File: src/rtl/tic_core.sv
module tic_core #(
  parameter int TAPS = 16,
  parameter int CW   = 12,
  parameter int T0   = 64,
  parameter int TD   = 4,
  localparam int FW  = $clog2(TAPS + 1),
  localparam int RW  = CW + $clog2(T0 + 1) + 2
) (
  input  logic                 clk,
  input  logic                 rst_n,
  input  logic                 arm,
  input  logic                 start_evt,
  input  logic                 stop_evt,
  input  logic [TAPS-1:0]      taps,
  input  logic                 snap_ack,
  input  logic                 clr,
  output logic                 snap_rdy,
  output logic [FW-1:0]        fine_cnt,
  output logic                 done,
  output logic                 err,
  output logic                 ovf,
  output logic signed [RW-1:0] result
);

  typedef enum logic [2:0] {S_IDLE, S_ARM, S_CAP_A, S_RUN, S_CAP_B, S_DONE} st_t;
  localparam logic [CW-1:0] CMAX = '1;

  st_t           st;
  logic [CW-1:0] coarse;
  logic [FW-1:0] n_a, n_b;

  function automatic logic [FW-1:0] therm_count(input logic [TAPS-1:0] t);
    logic hit;
    therm_count = '0;
    hit = 1'b0;
    for (int i = 0; i < TAPS; i++) begin
      if (!hit) begin
        if (t[i]) therm_count = therm_count + 1'b1;
        else      hit = 1'b1;
      end
    end
  endfunction

  logic [FW-1:0] dec;
  logic          full, counting;
  assign dec      = therm_count(taps);
  assign full     = &taps;
  assign counting = (st == S_CAP_A) || (st == S_RUN);

  assign snap_rdy = (st == S_CAP_A);
  assign done     = (st == S_DONE);
  assign fine_cnt = snap_rdy ? n_a : '0;

  always_ff @(posedge clk or negedge rst_n) begin
    if (!rst_n) begin
      st     <= S_IDLE;
      coarse <= '0;
      n_a    <= '0;
      n_b    <= '0;
      err    <= 1'b0;
      ovf    <= 1'b0;
      result <= '0;
    end else begin
      if (counting) begin
        if (coarse != CMAX) coarse <= coarse + 1'b1;
        else                ovf    <= 1'b1;
      end
      unique case (st)
        S_IDLE: if (arm) begin
          st  <= S_ARM;
          err <= 1'b0;
          ovf <= 1'b0;
        end
        S_ARM: if (start_evt) begin
          st     <= S_CAP_A;
          coarse <= '0;
          n_a    <= dec;
          if (full) ovf <= 1'b1;
        end
        S_CAP_A: begin
          if (stop_evt) begin
            st  <= S_DONE;
            err <= 1'b1;
          end else if (snap_ack) begin
            st <= S_RUN;
          end
        end
        S_RUN: if (stop_evt) begin
          st  <= S_CAP_B;
          n_b <= dec;
          if (full) ovf <= 1'b1;
        end
        S_CAP_B: begin
          st     <= S_DONE;
          result <= $signed(RW'(coarse) * RW'(T0) + (RW'(n_a) - RW'(n_b)) * RW'(TD));
        end
        S_DONE: if (clr) st <= S_IDLE;
        default: st <= S_IDLE;
      endcase
    end
  end

  AST_FINE_RANGE: assert property (@(posedge clk) disable iff (!rst_n)
    snap_rdy |-> fine_cnt <= FW'(TAPS));
  AST_ACK_RELEASE: assert property (@(posedge clk) disable iff (!rst_n)
    snap_rdy && snap_ack && !stop_evt |=> !snap_rdy && !done);
  AST_EARLY_STOP: assert property (@(posedge clk) disable iff (!rst_n)
    snap_rdy && stop_evt |=> done && err);
  AST_ERR_DONE: assert property (@(posedge clk) disable iff (!rst_n)
    err |-> done || st == S_IDLE);
  AST_SATURATE: assert property (@(posedge clk) disable iff (!rst_n)
    counting && coarse == CMAX |=> ovf && coarse == CMAX);
  AST_DONE_HOLD: assert property (@(posedge clk) disable iff (!rst_n)
    done && !clr |=> done && $stable(result) && $stable(err));
  AST_IDLE_AFTER_CLR: assert property (@(posedge clk) disable iff (!rst_n)
    done && clr |=> !done && !snap_rdy);

endmodule

File: config.mk
export PLATFORM = sky130hd
export DESIGN_NAME = tic_core
export DESIGN_NICKNAME = d
export VERILOG_FILES = /design/src/rtl/tic_core.sv
export SDC_FILE = /design/constraint.sdc
export NUM_CORES = 1
export LEC_CHECK = 0
export CAP_MARGIN = 15
export CORE_MARGIN = 10
export CORE_UTILIZATION = 30
export DETAILED_ROUTE_END_ITERATION = 8
export REMOVE_ABC_BUFFERS = 1
export SKIP_CTS_REPAIR_TIMING = 1
export SLEW_MARGIN = 20
export SYNTH_ARGS = -nofsm -noshare
export SYNTH_HDL_FRONTEND = slang
export SYNTH_SLANG_ARGS = --single-unit
File: constraint.sdc
create_clock -name clk -period 8 [get_ports clk]
set_input_delay 0.8 -clock clk [delete_from_list [all_inputs] [get_ports clk]]
set_output_delay 0.8 -clock clk [all_outputs]
set_load 0.02 [all_outputs]
; Word-level counts from Yosys, hierarchy flattened
; Index checks and enable logic that the tools add are counted.
; Widths: inputs -> output; s select.
[totals]
register_bits = 48
inputBits = 23
out_inout_bits = 30
word_cells = 127
[op_classes]
addsub = 18
n_eq_ne = 12
n_mux = 82
n_reduce_logical = 8
[op_table]
columns = cell, count
row1 = $mux 5, 29
row2 = $add 5x1->5 const B, 14
row3 = $mux 12, 4
row4 = $mux 1, 38
row5 = $add 19x8->20, 1
row6 = $mux 3, 6
row7 = $pmux 3 s6, 1
row8 = $reduce_and 16->1, 1
row9 = $add 12x1->12 const B, 1
row10 = $ne 12x12->1 const B, 1
row11 = $ne 2x2->1 const B, 5
row12 = $eq 3x2->1 const B, 2
row13 = $eq 3x3->1 const B, 2
row14 = $sub 5x5->6, 1
row15 = $reduce_and 5->1, 1
row16 = $mux 2, 2
row17 = $reduce_and 2->1, 2
row18 = $eq 3x1->1 const B, 1
row19 = $logic_not 3->1, 1
row20 = $ne 3x3->1 const B, 1
row21 = $pmux 1 s3, 1
row22 = $reduce_and 3->1, 1
row23 = $add 1x1->2 const B, 1
row24 = $pmux 1 s2, 1
row25 = 2 further kinds, 2

; Depth between registers and ports, before layout
[depth]
depth_word = 46
mapped_depth = 35
mapped_depth_nobuf = 35

; Least setup slack after synthesis
; Ideal clock, no wire load.
[synth_timing]
path_kind = input to register
startpoint = input taps[2]
endpoint = register n_b[4]
setup_time_ps = 127
arrival_ps = 5827
t_required_ps = 7873
path_slack_ps = 2046
stages = 35
n_path_buf = 0
path_cell_list = inv_1 a21boi_0 and2_2 ha_1 mux2i_1 nand2_1 a31oi_1 ha_1 nand2_1 o22ai_1 o21bai_1 ha_1 mux2i_1 a211oi_1 xnor2_1 nor2_1 a311oi_1 nor3_1 ha_1 a32oi_1 nand2_1 o21a_1 ha_1 nand2_1 nand2_1 ha_1 nand2_1 xnor2_1 and2_1 nor2_1 mux2_2 mux2i_1 o211ai_1 xor2_1 o21ai_2
[synth_between]
elab_chain_len = 41
word_cells_on_any_way = 55
classes_between = add/sub (13) / mux (42)
[synth_rtl]
columns = item, line
row1 = start: declaration, 14  ; input logic [TAPS-1:0] taps,
row2 = $mux 5, 38  ; if (t[i]) therm_count = therm_count + 1'b1;
row3 = $mux 5, 37  ; if (!hit) begin
row4 = $add 5x1->5, 38
row5 = $mux 5, 38
row6 = $mux 5, 37
row7 = $add 5x1->5, 38
row8 = $mux 5, 38
row9 = $mux 5, 37
row10 = [... 25 more ...], -
row11 = $mux 5, 38
row12 = $mux 5, 37
row13 = $add 5x1->5, 38
row14 = $mux 5, 38
row15 = $mux 5, 37
row16 = $add 5x1->5, 38
row17 = $mux 5, 38
row18 = $mux 5 *, 37
row19 = end signal: assignment, 59  ; n_b <= '0;
row20 = end signal: assignment, 90  ; n_b <= dec;
row21 = end: declaration, 30  ; logic [FW-1:0] n_a, n_b;
; Every way passes the cells marked *; elsewhere a longest branch is shown, timed or not.
; A chain may end at the register's enable or synchronous reset.

; Worst setup path in the final report
[layout_timing]
startpoint = input taps[2]
endpoint = register n_b[1]
; The elaborated chain is that of the path after synthesis.

==> results.toml <==
[status]
status = "finished, final reports clean"

[critical_path]
arrival_ns = 7.19
crit_slowest_cell = "clkdlybuf4s50_1"
path_delay_family = "adder cells"
crit_path_start_kind = "input pin"
cpMostUsedCell = "ha_1"
slowest_delay_ns = 0.61
cp_data_required_time_ns = 8.16
crit_type = "in2reg"
path_buf_inv = 2
endpoint_kind = "flop"
cp_max_fo = 6

[synth]
netlist_top_cells_area = "dfrtp_1, ha_1, nand2_1, xnor2_1, o21ai_0"
yosysWarnings = 0
synth_top_area_frac = 0.275
ys.flop_type = "dfrtp_1"
syn-instance-count = 505
synth_common_cells = "nand2_1, dfrtp_1, inv_1, nor2_1, o21ai_0"
ys_seq_area_frac = 0.275
ys_ff_latch = 45
synth_most_common_cell = "nand2_1"
ys_types = 71
yosysTopAreaCell = "dfrtp_1"
async_flop_share = 1.00
syn_area_per_cell_um2 = 8.09
synth_edf_count = 0
synthesis.area_um2 = 4090

[cts]
cts_tree = "yes"
h-tree-depth = 2
insertion_delay_ns = 0.28
root_buffer = "clkbuf_16"
cts_sinks = 45
numCtsBuffers = 5
clockBufferDepth = 2
clkTransAtPathRegs_ns = 0.06

[floorplanning]
core_um2 = 13300
dieArea_um2 = 18700
num_rows = 42
num_io_pins = 53
start_util = 0.307
die_width_um = 137
chipHeight_um = 137

[timing]
setup_tns_ns = 0
post-route-period-util = 0.878
timing.final.ws_setup_ns = 0.973
timing.final.max_slew_violations = 0
rsz0062_at_grt = "no"
worst_pin_slew_ns = 0.855
hold_violations = 0
setup_violations = 0
period_needed_ns = 7.03
max_slew_margin = 0.426
max_freq_mhz = 142
skew_ns = 0.00613

[global_route]
grt_max_degree = 46
grt_usage = 0.102
overflow = 0
antenna_found_initial = 1
grt_pass1_wl_um = 16300
first_global_vias = 3598

[pwr]
switching_share = 0.397
power.net_switching_uw = 463
power.total_mw = 1.17
p_seq_frac = 0.295
ir_worst_vdd_mv = 0.0948
clockPowerShare = 0.205
p_comb_frac = 0.500
p_int_uw = 704
leakage_nw = 2.04
powerDensity_nw_per_um2 = 241

[detailed_routing]
routed_wl_um = 9440
drcViolationCount = 0
num_vias = 3647
wl_per_cell_um = 13.1
drt_iter0_drc = 211
drt_pass1_iterations = 4
ant_nets = 0
vias_per_cell = 5.07

[layout]
nNetsFinal = 598
final_core_util = 0.364
antenna-diode-count = 0
num-fill-cells = 1345
ff_latch_area_um2 = 1130
drive_gt1_frac = 0.0571
multiInputGateArea_um2 = 2690
areaGrowthSynthToFinish_pct = 18.5

[place]
hpwl_um = 7510
gp_congestion = 0.886
numPortBuffers = 50
dp_slack_ns = 0.657

[worst_hold_path]
hold_class = "reg2reg"

[job]
drv_cap = 0
-- layout make-up --
| class | count | share of cell area |
|---|---|---|
| Clock inverter | 2 | 0.00775 |
| Tap cell | 176 | 0.0454 |
| Clock buffer | 6 | 0.0287 |
| Inverter | 36 | 0.0279 |
| Sequential cell | 45 | 0.232 |
| Timing Repair Buffer | 50 | 0.103 |
| Multi-Input combinational cell | 404 | 0.555 |
-- final timing paths --
check                           start          to  slack, ns  cells after the start
max in group asynchronous       rst_n   coarse[3]       7.09                      1
max reg2reg                    n_b[1]  result[18]       3.33                     20
min reg2reg                result[10]  result[10]       0.47                      2
min in group asynchronous       rst_n   result[2]       0.52                      1
max                           taps[2]      n_b[1]       0.97                     34
min                        result[10]  result[10]       0.47                      2
-- placed cells by master (no fill, tap or decap), types with 2 or more instances in the layout --
cell type and n:
a211oi_1 3, mux2_2 2, conb_1 2, nand2b_1 6, nor2b_1 8, a21boi_0 6
and2_1 10, xnor2_1 24, nand2_1 70, nand3b_1 2, dfrtp_1 45, o21ai_2 3
ha_1 31, nor3_1 16, nor2_1 36, o211ai_1 6, a21oi_1 27, a21o_1 7
o221a_2 2, clkdlybuf4s50_1 49, a31oi_1 2, o22ai_1 3, and3_1 7, nor4_1 4
or3_1 2, and2_2 2, nand3_1 19, o21a_1 2, xor2_1 9, nand4_1 5
o21ai_0 35, o31ai_1 5, fa_1 2, inv_1 36, nand4b_1 3, mux2i_1 13
clkbuf_16 5
-- worst reg2reg max path, cell delays in order, from the launching register on --
cell and delay, ns:
dfrtp_1 0.40, inv_1 0.06, ha_1 0.26, nor2b_1 0.12, o21ai_0 0.16, nand2b_1 0.11
a21o_1 0.18, a21o_1 0.23, inv_1 0.38, ha_1 0.36, nor2b_1 0.14, o21ai_0 0.20
a21boi_0 0.15, o21ai_0 0.22, a21boi_0 0.15, o21ai_0 0.24, a21boi_0 0.16, o21ai_0 0.34
a211oi_1 0.16, o311ai_0 0.42, nand3_1 0.11
-- sequential cells by signal (all words and copies together) (netlist names) --
signal  count
n_a         5
coarse     12
ovf         1
n_b         5
st          3
err         1
result     18
-- cells by family after synthesis --
group / Yosys count / share of synthesized area
buffers and inverters: 57 / 0.0673
adders and majority gates: 34 / 0.107
other: 1 / 0.000917
xor gates and xnor gates: 34 / 0.0768
muxes: 15 / 0.0373
and+or+nand+nor: 200 / 0.242
DFF: 45 / 0.275
AOI/OAI and AO/OA: 119 / 0.193
-- per-layer routing --
metal / track usage / up-vias / part of all wire
met5: 0 / - / 0.0014
met4: 0.0231 / 2 / 0.011
met3: 0.0198 / 13 / 0.048
met2: 0.181 / 73 / 0.49
met1: 0.124 / 1711 / 0.45
li1: - / 1848 / -
-- power by group through the flow --
stage               Clock [mW]  Combinational, mW  Sequential, mW
floorplan                    0              0.347           0.388
global placement             0              0.579           0.348
detailed placement           0              0.586           0.351
CTS                      0.248              0.593           0.346
global route             0.258              0.657           0.356
finish                   0.239              0.583           0.345
-- per-stage QoR --
| step | instances | hold slack, ns | cell area (µm²) |
|---|---|---|---|
| 6_report | 719 | 0.472 | 4850 |
| 5_1_grt | 719 | 0.496 | 4850 |
| 4_1_cts | 719 | 0.479 | 4840 |
| 3_5_place_dp | 711 | 0.464 | 4670 |
| 3_3_place_gp | 711 | 0.462 | 4670 |
| 2_1_floorplan | 485 | 0.450 | 3950 |
No activity file was read; power rests on OpenSTA's default activity.
